--- src/rtl/nonovl_pkg.sv ---
package nonovl_pkg;

  typedef enum logic {
    SEL_PH1 = 1'b0,
    SEL_PH2 = 1'b1
  } phase_sel_e;

  // Decodes the synchronized reference level into the phase it asks for.
  function automatic phase_sel_e wanted_phase(input logic ref_level);
    return ref_level ? SEL_PH2 : SEL_PH1;
  endfunction

endpackage

--- src/rtl/ref_sync.sv ---
module ref_sync #(
  parameter int unsigned STAGES = 2
) (
  input  logic clk,
  input  logic rst,
  input  logic async_i,
  output logic sync_o
);

  logic [STAGES-1:0] chain_q;

  generate
    for (genvar s = 0; s < STAGES; s++) begin : g_stage
      if (s == 0) begin : g_first
        always_ff @(posedge clk) begin
          if (rst) chain_q[0] <= 1'b0;
          else     chain_q[0] <= async_i;
        end
      end else begin : g_next
        always_ff @(posedge clk) begin
          if (rst) chain_q[s] <= 1'b0;
          else     chain_q[s] <= chain_q[s-1];
        end
      end
    end
  endgenerate

  assign sync_o = chain_q[STAGES-1];

endmodule

--- src/rtl/gap_timer.sv ---
module gap_timer #(
  parameter int unsigned DEAD_W = 4
) (
  input  logic              clk,
  input  logic              rst,
  input  logic              both_low_i,
  input  logic [DEAD_W-1:0] dead_i,
  output logic              expired_o
);

  localparam int unsigned LIM_W = DEAD_W + 1;

  logic [DEAD_W-1:0] cnt_q;
  logic [LIM_W-1:0]  limit;
  logic [LIM_W-1:0]  seen;

  // A dead time of zero still yields one low cycle.
  assign limit     = (dead_i == '0) ? LIM_W'(1) : {1'b0, dead_i};
  assign seen      = {1'b0, cnt_q} + LIM_W'(1);
  assign expired_o = both_low_i && (seen >= limit);

  always_ff @(posedge clk) begin
    if (rst || !both_low_i) cnt_q <= '0;
    else if (!expired_o)    cnt_q <= cnt_q + DEAD_W'(1);
  end

endmodule

--- src/rtl/phase_ctrl.sv ---
module phase_ctrl
  import nonovl_pkg::*;
(
  input  logic clk,
  input  logic rst,
  input  logic ref_sync_i,
  input  logic gap_done_i,
  output logic both_low_o,
  output logic ph1_o,
  output logic ph2_o
);

  logic       ph1_q, ph2_q;
  phase_sel_e want;

  assign want       = wanted_phase(ref_sync_i);
  assign both_low_o = !ph1_q && !ph2_q;

  always_ff @(posedge clk) begin
    if (rst) begin
      ph1_q <= 1'b0;
      ph2_q <= 1'b0;
    end else if (ph1_q && want != SEL_PH1) begin
      ph1_q <= 1'b0;
    end else if (ph2_q && want != SEL_PH2) begin
      ph2_q <= 1'b0;
    end else if (both_low_o && gap_done_i) begin
      ph1_q <= (want == SEL_PH1);
      ph2_q <= (want == SEL_PH2);
    end
  end

  assign ph1_o = ph1_q;
  assign ph2_o = ph2_q;

  // the enables never overlap
  p_no_overlap_r2: assert property (@(posedge clk) disable iff (rst)
    !(ph1_q && ph2_q));

  // a rising phase matches the reference level it saw
  p_select_ph1_r3: assert property (@(posedge clk) disable iff (rst)
    $rose(ph1_q) |-> !$past(ref_sync_i));
  p_select_ph2_r3: assert property (@(posedge clk) disable iff (rst)
    $rose(ph2_q) |-> $past(ref_sync_i));

  // a reference that no longer asks for the active phase removes it
  p_drop_ph1_r4: assert property (@(posedge clk) disable iff (rst)
    (ph1_q && ref_sync_i) |=> !ph1_q);

  // a phase rises only after the other one has been seen low
  p_interlock_r6: assert property (@(posedge clk) disable iff (rst)
    ($rose(ph1_q) || $rose(ph2_q)) |-> $past(!ph1_q && !ph2_q));

  // a requested phase holds
  p_hold_ph2_r7: assert property (@(posedge clk) disable iff (rst)
    (ph2_q && ref_sync_i) |=> ph2_q);

endmodule

--- src/rtl/nonovl_clkgen.sv ---
module nonovl_clkgen #(
  parameter int unsigned DEAD_W      = 4,
  parameter int unsigned SYNC_STAGES = 2
) (
  input  logic              clk,
  input  logic              rst,
  input  logic              ref_clk_i,
  input  logic [DEAD_W-1:0] dead_cycles_i,
  output logic              ph1_o,
  output logic              ph2_o
);

  logic ref_s;
  logic both_low;
  logic gap_done;

  ref_sync #(.STAGES(SYNC_STAGES)) u_sync (
    .clk     (clk),
    .rst     (rst),
    .async_i (ref_clk_i),
    .sync_o  (ref_s)
  );

  gap_timer #(.DEAD_W(DEAD_W)) u_gap (
    .clk        (clk),
    .rst        (rst),
    .both_low_i (both_low),
    .dead_i     (dead_cycles_i),
    .expired_o  (gap_done)
  );

  phase_ctrl u_phase (
    .clk        (clk),
    .rst        (rst),
    .ref_sync_i (ref_s),
    .gap_done_i (gap_done),
    .both_low_o (both_low),
    .ph1_o      (ph1_o),
    .ph2_o      (ph2_o)
  );

endmodule

--- config.mk ---
export PLATFORM = sky130hd
export DESIGN_NAME = nonovl_clkgen
export DESIGN_NICKNAME = d
export VERILOG_FILES = /design/src/rtl/nonovl_pkg.sv /design/src/rtl/ref_sync.sv /design/src/rtl/gap_timer.sv /design/src/rtl/phase_ctrl.sv /design/src/rtl/nonovl_clkgen.sv
export SDC_FILE = /design/constraint.sdc
export NUM_CORES = 1
export LEC_CHECK = 0
export BUFFER_PORTS_ARGS = -buffer_cell sky130_fd_sc_hd__buf_2
export CORE_MARGIN = 2
export CORE_UTILIZATION = 30
export CTS_CLUSTER_DIAMETER = 50
export CTS_CLUSTER_SIZE = 30
export DETAILED_ROUTE_END_ITERATION = 10
export GPL_TIMING_DRIVEN = 0
export MAX_ROUTING_LAYER = met4
export PLACE_DENSITY = 0.54
export SETUP_SLACK_MARGIN = 0.05
export SLEW_MARGIN = 20
export SYNTH_ARGS = -nofsm -noshare
export SYNTH_HDL_FRONTEND = slang
export SYNTH_SLANG_ARGS = --single-unit
--- constraint.sdc ---
create_clock -name clk -period 5.4 [get_ports clk]
set_clock_uncertainty 0.2 [all_clocks]
set_input_delay 0.27 -clock clk [delete_from_list [all_inputs] [get_ports clk]]
set_output_delay 0.27 -clock clk [all_outputs]
set_load 0.01 [all_outputs]
Yosys cells after proc, flatten, opt, wreduce, memory -nomap -nowiden
Cells that the tools add are included.

storage, ports and cells
  register bits = 8
  bits of input ports = 7
  output and inout bits = 2
  word-level logic and storage cells = 29

cells by class
  add/subtract/negate cells = 2
  magnitude comparators = 1
  muxes and demuxes = 4
  bitwise operators = 3
  reduce and logical (&&, ||, !) cells = 14

operators with widths
  operator                                                        count
  4-bit by 1-bit adder with 5-bit output (second input constant)  1
  5-bit greater-or-equal comparator                               1
  1-bit logical AND                                               5
  4-bit by 1-bit adder with 4-bit output (second input constant)  1
  4-bit zero test                                                 1
  4-bit 2-to-1 mux                                                1
  2-bit AND reduction                                             2
  1-bit zero test                                                 3
  1-bit 2-to-1 mux                                                3
  1-bit NOT                                                       3
  2-bit nonzero test                                              1
  2-bit OR reduction                                              1
  1-bit logical OR                                                1

Depth between registers and ports, before layout
Gate-level depths: netlist of the first run.

  word-level depth = 7
  depth in mapped cells = 7
  mapped depth without buffers = 7

Hierarchy
Synthesis of the first run repeated with hierarchy kept, for this count alone.

unflattened totals
  cells, all modules = 56
  area, all modules = 504.2 um^2

modules (own cells, without submodules)
  module      instances  cells each  area an instance (um^2)  seq. area each (um^2)
  gap_timer   1          43          370.4                    80.1
  phase_ctrl  1          9           81.3                     40.0
  ref_sync    1          4           52.6                     40.0

Worst setup path before layout of the first run
OpenSTA, ideal clock, no wires.

  path type = input-to-reg
  start = in dead_cycles_i[2]
  end = reg u_gap.cnt_q[0]
  setup time = 0.072 ns
  arrival time = 1.722 ns
  required time = 5.128 ns
  setup slack = 3.406 ns
  stages = 7
  buffers on the path = 0
  cell sequence = inv_1 a31o_2 ha_1 nand2b_4 a2111oi_4 o21a_4 mux2i_1

between the ends
  longest elaborated chain between the ends = 4

RTL lines
  element                              RTL line            source
  start, declared                      nonovl_clkgen.sv:8  input logic [DEAD_W-1:0] dead_cycles_i,
  4-bit zero test                      gap_timer.sv:18     assign limit = (dead_i == '0) ? LIM_W'(1) : {1'b0, dead_i};
  4-bit 2-to-1 mux *                   gap_timer.sv:18
  5-bit greater-or-equal comparator *  gap_timer.sv:20     assign expired_o = both_low_i && (seen >= limit);
  1-bit logical AND *                  gap_timer.sv:20
  end signal, assigned                 gap_timer.sv:24     else if (!expired_o) cnt_q <= cnt_q + DEAD_W'(1);
  end, declared                        gap_timer.sv:13     logic [DEAD_W-1:0] cnt_q;

Mark *: on every way between the ends. The rest lies on a longest branch, timed or not.
A chain may end at the register's enable or synchronous reset.

Final worst setup path of the first run
  start = reg u_gap.cnt_q[0]
  end = reg u_gap.cnt_q[1]

between the ends
  longest elaborated chain between the ends = 3

RTL lines
  element                                 RTL line         source
  4-bit by 1-bit adder with 5-bit output  gap_timer.sv:19  assign seen = {1'b0, cnt_q} + LIM_W'(1);
  net u_gap.seen[2]                       gap_timer.sv:15  logic [LIM_W-1:0] seen;
  5-bit greater-or-equal comparator       gap_timer.sv:20
  1-bit logical AND                       gap_timer.sv:20

The timed path passes the listed nets, and every way through them passes these cells.

==> summary.txt, run 1 <==
Outcome
  • Status: finished, final reports clean

Clocking
  • PostCTS Resize Cnt: 0
  • H-tree Lvls: 1
  • Clock tree from TritonCTS: yes
  • CTS Buf Count: 3
  • Clock tree buffer depth: 2
  • Setup Fix Bufs, Post-CTS: 0
  • Clk_lat worst skew: ~250 ps
  • Clk slew on worst S/H paths: ~50 ps
  • Hold bufs inserted after CTS: 0
  • Clock sink total: 8
  • CTS root buffer: clkbuf_4

Timing
  • Fin crit share: between 40% and 50%
  • Slew Limit Fails: 0
  • FMAX: roughly 460 MHz
  • Worst slew margin: 60.2%
  • Setup TNS: 0 ps
  • Finish-stage setup viols: 0
  • RSZ-0062 raised after global routing: no
  • Final Critical Period: 2160 ps
  • Slew @ Worst Pin: 592 ps
  • Count of final hold-check violations: 0
  • Setup ws final: about 3200 ps

Synthesis
  • Sequential share of the synthesized area: 33.1%
  • Post-synthesis register bit count: 8
  • Cell Area, Synth: ~480 um2
  • Synthesized Nets: between 60 and 70
  • Yosys Warn Count: 0
  • Cell variety after synth: 24
  • Mean Syn Cell Area: slightly below 10 um2
  • Syn Inst Count: 49

Worst setup path
  • WP data arrival: 2140 ps
  • Crit end category: flop
  • Crit path required time: ~5400 ps
  • Crit Path Max Fanout: 5
  • Flop-to-flop setup slack: 3240 ps
  • Critical path launch point type: flop
  • Crit path kind: reg2reg

GRT
  • Initial antenna violation count: 0
  • Met2 Usage GRT: between 10% and 20%
  • GRT Resource Usage Total: between 10% and 20%
  • Vias in the first global route: approximately 330
  • Met3 Use GR: under 10%
  • Grt met1 use: between 10% and 20%
  • Grt peak-use layer: met2
  • First-pass GRT wire length: about 1400 um
  • Largest net degree at the start of global routing: 8
  • Grt ovf: 0

Final layout
  • Multi-input combinational cell area: slightly above 300 um2
  • Finished Cell Area: 567 um2
  • Core Util, Final: approximately 38%
  • Fillcell total: about 150
  • Nets: 74
  • Antenna cells: 0
  • Layout Area Growth over Synthesis: 17.1%
  • FF/Latch Area: roughly 160 um2
  • Layout cell share with drive strength beyond 1: between 20% and 30%
  • Final cell count without fillers: between 70 and 80

Pwr
  • Pwr dens: between 500 and 600 nW/um2
  • Leakage power: roughly 0.00027 uW
  • Worst IR Drop VDD: 226 uV

Floorplanning
  • Die height: roughly 44 um
  • I/O pins: 9
  • Core ar.: ~1500 um2
  • Site Rows: 14
  • Die Area: 1950 um2
  • Die X: roughly 44 um
  • Initial Util: 32.1%

Job
  • Max cap viols: 0

Placement
  • Placed Cells: 73
  • Post-DP Area: 544 um2
  • Detailed placement HPWL: roughly 620 um
  • Pre-CTS setup slack: between 3000 and 4000 ps
  • PortBufs: 8
  • GPL Wtd Cong: between 0.6 and 0.7

Detailed routing
  • Post-DRT Antenna Nets: 0
  • WL/cell: about 11 um
  • Via Count: roughly 390
  • 1st-pass router iterations: 4
  • # DRC: 0
  • 1st-iter DRT viols: 6
  • Post-DR vias/cell: between 5 and 6
  • Total Wirelength: slightly above 800 um

Hold path
  • Hold Path Class: in2reg
[stage by stage]
step	total power, uW	hold WS [ps]
CTS	298	26.0
detailed placement	250	237
global route	324	38.7
finish	293	34.7
global placement	248	232
floorplan	220	142
[where the power goes]
| group | switching [uW] | total [uW] | internal (uW) |
|---|---|---|---|
| Clock | 20.1 | 45.5 | 25.4 |
| Combinational | 75.3 | 154 | 78.6 |
| Sequential | 17.0 | 93.4 | 76.5 |
| Total | 112 | 293 | 180 |
[metal layers]
layer | wire [um] | vias to the layer above
li1 | - | 201
met1 | 427 | 170
met2 | 314 | 13
met3 | 41 | 4
met4 | 23 | 0
met5 | 0 | -
[flip-flops by register name (all words and copies together) (netlist names)]
| name | flops |
|---|---|
| u_phase.ph2_o | 1 |
| u_sync.chain_q | 1 |
| u_gap.cnt_q | 4 |
| u_phase.ph1_o | 1 |
| u_sync.sync_o | 1 |
[Yosys cell counts]
| master | n | area (um2) |
|---|---|---|
| xor2_1 | 1 | 8.76 |
| o21a_1 | 2 | 15.0 |
| o2111ai_1 | 1 | 8.76 |
| nand2b_4 | 1 | 13.8 |
| inv_1 | 5 | 18.8 |
| xnor2_1 | 1 | 8.76 |
| dfxtp_1 | 8 | 160 |
| a2111oi_4 | 1 | 27.5 |
| o21a_4 | 1 | 15.0 |
| nand2b_1 | 1 | 6.26 |
| nor2_1 | 2 | 7.51 |
| nor3_1 | 1 | 5.00 |
| nor2b_1 | 3 | 18.8 |
| nand2_1 | 4 | 15.0 |
| nand3_1 | 2 | 10.0 |
| o41ai_1 | 2 | 17.5 |
| nand3b_1 | 1 | 7.51 |
| a21oi_1 | 1 | 5.00 |
| o211a_1 | 1 | 10.0 |
| mux2i_1 | 2 | 20.0 |
| o31ai_1 | 1 | 7.51 |
| ha_1 | 5 | 62.6 |
| a31o_2 | 1 | 8.76 |
| or2_2 | 1 | 6.26 |
[final timing paths]
path,start,end,cells past startpoint
worst max-delay path,u_gap.cnt_q[0]$_SDFFE_PP0N_,u_gap.cnt_q[1]$_SDFFE_PP0N_,7
worst min-delay path,ref_clk_i,u_sync.chain_q[0]$_SDFF_PP0_,2
worst max register to register,u_gap.cnt_q[0]$_SDFFE_PP0N_,u_gap.cnt_q[1]$_SDFFE_PP0N_,7
worst min register to register,u_sync.chain_q[0]$_SDFF_PP0_,u_sync.sync_o$_SDFF_PP0_,1
[cell families (layout without fill, tap and decap cells)]
logic type                 after synthesis  count (layout)  synth area share, %
and+or+nand+nor                         16              16                 18.6
adders and majority gates                5               5                 12.9
buffers and inverters                    5              16                 3.88
muxes                                    2               2                 4.13
DFF                                      8               8                 33.1
AOI/OAI and AO/OA                       11              11                 23.8
xor gates and xnor gates                 2               2                 3.62
[critical path, cell delays in order (launching register included)]
cell     delay [ps]
dfxtp_1         390
ha_1            250
xor2_1          180
ha_1            240
o21a_1          160
nor2_1          280
o21a_4          210
mux2i_1         170
[placed cells by master (no fill, tap or decap), drive strengths merged, types with 2 or more instances in the layout]
cell type  n
buf        8
clkbuf     3
dfxtp      8
ha         5
inv        5
mux2i      2
nand2      4
nand2b     2
nand3      2
nor2       2
nor2b      3
o21a       3
o41ai      2
[final cells by class]
type | instances | area share, %
well taps | 16 | 3.53
multi-input cells | 36 | 53.9
repair buffers | 8 | 7.06
inverters | 5 | 3.31
flip-flops and latches | 8 | 28.3
clock buffers | 3 | 3.97
(Power assumes the default switching activity.)
==> run 2, diff against run 1 <==
==> constraint.sdc (replaced) <==
create_clock -name clk -period 2.01 [get_ports clk]
set_clock_uncertainty 0.2 [all_clocks]
set_input_delay 0.1005 -clock clk [delete_from_list [all_inputs] [get_ports clk]]
set_output_delay 0.1005 -clock clk [all_outputs]
set_load 0.01 [all_outputs]
==> run 2 against run 1 <==
Global-route usage rose by 0.51 points. Non-clock buffer count increased by 4. Highest routed layer unchanged. Die area did not move. Design area grew 15%. Combinational power grew to 3.4 times the previous value. Maximum frequency increased by 10%. Clock power increased to 2.7 times the previous value. Sequential share of layout area is 2.8 points lower. Sequential power grew to 2.9 times the previous value. Core utilization rose by 5.7 points. Sequential cell count unchanged.
==> summary.txt, run 2 (synthesis gave the netlist of run 1 again) <==
Outcome
  • Status: finished, final reports clean

Placement
  • Detailed placement HPWL: 594 um (-4.6%)
  • GPL Wtd Cong: 0.768 (+17%)
  • PortBufs: 8 (unchanged)
  • Placed Cells: 73 (unchanged)

Clocking
  • H-tree Lvls: 1 (unchanged)
  • Clock tree buffer depth: 2 (unchanged)
  • CTS Buf Count: 3 (unchanged)
  • Clock tree from TritonCTS: yes
  • Clk slew on worst S/H paths: 50 ps (about the same)
  • Clk_lat worst skew: 250 ps (about the same)
  • Clock sink total: 8 (unchanged)
  • CTS root buffer: clkbuf_4

Worst setup path
  • Reg-to-reg startpoint: u_gap.cnt_q[0]$_SDFFE_PP0N_
  • Critical path launch point type: flop
  • Crit path required time: 1950 ps (-3430 ps)
  • Crit end category: flop
  • Flop-to-flop setup slack: 50 ps (-3190 ps)
  • Crit Path Max Fanout: 5 (unchanged)
  • Largest stage delay, worst path: 370 ps (-20 ps)
  • WP data arrival: 1910 ps (-230 ps)
  • Crit path kind: reg2reg
  • Critical path's slowest cell: dfxtp_4
  • Worst Reg-to-Reg Cells: 7 (unchanged)
  • Critical path, cell by cell: ha_4 -> xor2_1 -> ha_1 -> o21a_1 -> nor2_4 -> o21a_4 -> o41ai_1
  • Worst reg2reg endpoint: u_phase.ph1_o$_SDFFE_PP0P_

Detailed routing
  • # DRC: 0 (unchanged)
  • WL/cell: 10.3 um (-3.2%)
  • Post-DR vias/cell: 4.88 (-4.5%)
  • Via Count: 390 (+0.52%)
  • 1st-pass router iterations: 2 (-2)
  • Post-DRT Antenna Nets: 0 (unchanged)
  • Total Wirelength: 822 um (+1.9%)
  • 1st-iter DRT viols: 1 (-5)

Final layout
  • Antenna cells: 0 (unchanged)
  • Nets: 78 (+5.4%)
  • Commonest cells after routing, fill and taps aside: buf_2 (8), inv_1 (5), dfxtp_1 (5)
  • FF/Latch Area: 166 um2 (+3.9%)
  • Multi-input combinational cell area: 348 um2 (+14%)
  • Layout cell share with drive strength beyond 1: 39.1% (+12 points)
  • Max reg flops: 4 (unchanged)
  • Most common cell after layout, fill and taps aside: buf_2
  • Largest Register: u_gap.cnt_q
  • Layout Area Growth over Synthesis: 34.9%
  • Final cell count without fillers: 80 (+5.3%)
  • Fillcell total: 148 (-3.3%)

Timing
  • FMAX: 510 MHz (+10%)
  • Slew @ Worst Pin: 604 ps (+12.6 ps)
  • Final Critical Period: 1960 ps (-201 ps)
  • Worst slew margin: 59.4% (-0.85 points)
  • Setup TNS: 0 ps (unchanged)
  • Slew Limit Fails: 0 (unchanged)
  • Fin crit share: 97.6% (+58 points)
  • RSZ-0062 raised after global routing: yes
  • Count of final hold-check violations: 0 (unchanged)
  • Finish-stage setup viols: 0 (unchanged)
  • Hold_ws: 231 ps (+196 ps)

Hold path
  • Worst hold path stage count: 1 (-1)
  • WHS Endpoint: u_sync.sync_o$_SDFF_PP0_
  • Hold Path Class: reg2reg
  • Hold_sp: u_sync.chain_q[0]$_SDFF_PP0_

GRT
  • GRT Resource Usage Total: 11.2% (+0.51 points)
  • Largest net degree at the start of global routing: 8 (unchanged)
  • First-pass GRT wire length: 1520 um (+5.2%)
  • Met3 Use GR: 6.12% (+3.7 points)
  • Grt peak-use layer: met2
  • Grt met1 use: 14.4% (+0.71 points)
  • Vias in the first global route: 367 (+13%)
  • Grt ovf: 0 (unchanged)
  • Met2 Usage GRT: 14.7% (+0.88 points)
  • Initial antenna violation count: 0 (unchanged)

Floorplanning
  • I/O pins: 9 (unchanged)
  • Die Area: 1950 um2 (unchanged)
  • Die X: 44.2 um (unchanged)
  • Initial Util: 32.1% (unchanged)
  • Core ar.: 1510 um2 (unchanged)
  • Site Rows: 14 (unchanged)
  • Die height: 44.2 um (unchanged)

Pwr
  • Pwr dens: 1400 nW/um2 (+170%)
  • Leakage power: 0.000298 uW (+9.0%)
  • Tot Pwr: 916 uW (+210%)
  • Worst IR Drop VDD: 498 uV (+120%)

Job
  • Max cap viols: 0 (unchanged)
==> run 2: changes by cell type in the layout (fill, tap and decap cells not counted), moves of 2 or more <==
cell	change
dfxtp_2	+2
ha_1	-3
dlygate4sd3_1	+3
dfxtp_1	-3
ha_4	+2
==> run 2: report_power, final <==
| group | internal [uW] | switching [uW] | leakage (uW) |
|---|---|---|---|
| combinational | 296 | 230 | 0.000217 |
| sequential | 214 | 54.7 | 0.0000671 |
| clock | 68.2 | 53.1 | 0.0000138 |
==> run 2: metal layers <==
metal,vias up,part of all wire [%]
met5,-,0
met4,0,0.97
met3,2,3.9
met2,5,45
met1,176,49
li1,207,-
==> run 2: worst max-delay path, delay by kind of cell (launching register included) <==
kind                       cells  cell delay (ps)
AOI/OAI and AO/OA              3              680
adders and majority gates      2              380
DFF                            1              370
xor gates and xnor gates       1              160
and+or+nand+nor                1               60
==> run 2: area by class of cell <==
cell class	instances	area share, %
Timing Repair Buffer	12	11.9
Clock buffer	3	3.45
Multi-Input combinational cell	36	53.3
Inverter	5	2.87
Tap cell	16	3.07
Sequential cell	8	25.5
==> run 2: metrics by stage <==
step                util, %  worst slack (ps)  area, um2
floorplan                 -              58.8        487
global placement       36.3             -78.6        547
detailed placement     36.3             -82.7        547
CTS                    42.0              8.97        633
global route           43.4             -32.8        653
finish                 43.4              48.7        653
==> run 2: repair_timing <==
action	4_1_cts	5_1_grt
hold endpoints to repair	4	0
hold buffers	3	0
setup endpoints to repair	6	5
pin swaps	4	2
resized for setup	7	2
setup buffers	0	1
==> run 2: worst max path at each step <==
stage               slack, ps  depth (start not counted)                         from                     endpoint
CTS                         9                          5  u_gap.cnt_q[0]$_SDFFE_PP0N_  u_gap.cnt_q[1]$_SDFFE_PP0N_
detailed placement        -80                          5  u_gap.cnt_q[0]$_SDFFE_PP0N_  u_gap.cnt_q[0]$_SDFFE_PP0N_
floorplan                  60                          5  u_gap.cnt_q[0]$_SDFFE_PP0N_  u_gap.cnt_q[0]$_SDFFE_PP0N_
finish                     50                          7  u_gap.cnt_q[0]$_SDFFE_PP0N_   u_phase.ph1_o$_SDFFE_PP0P_
global placement          -80                          5  u_gap.cnt_q[0]$_SDFFE_PP0N_  u_gap.cnt_q[0]$_SDFFE_PP0N_
global route              -30                          5  u_gap.cnt_q[0]$_SDFFE_PP0N_  u_gap.cnt_q[1]$_SDFFE_PP0N_
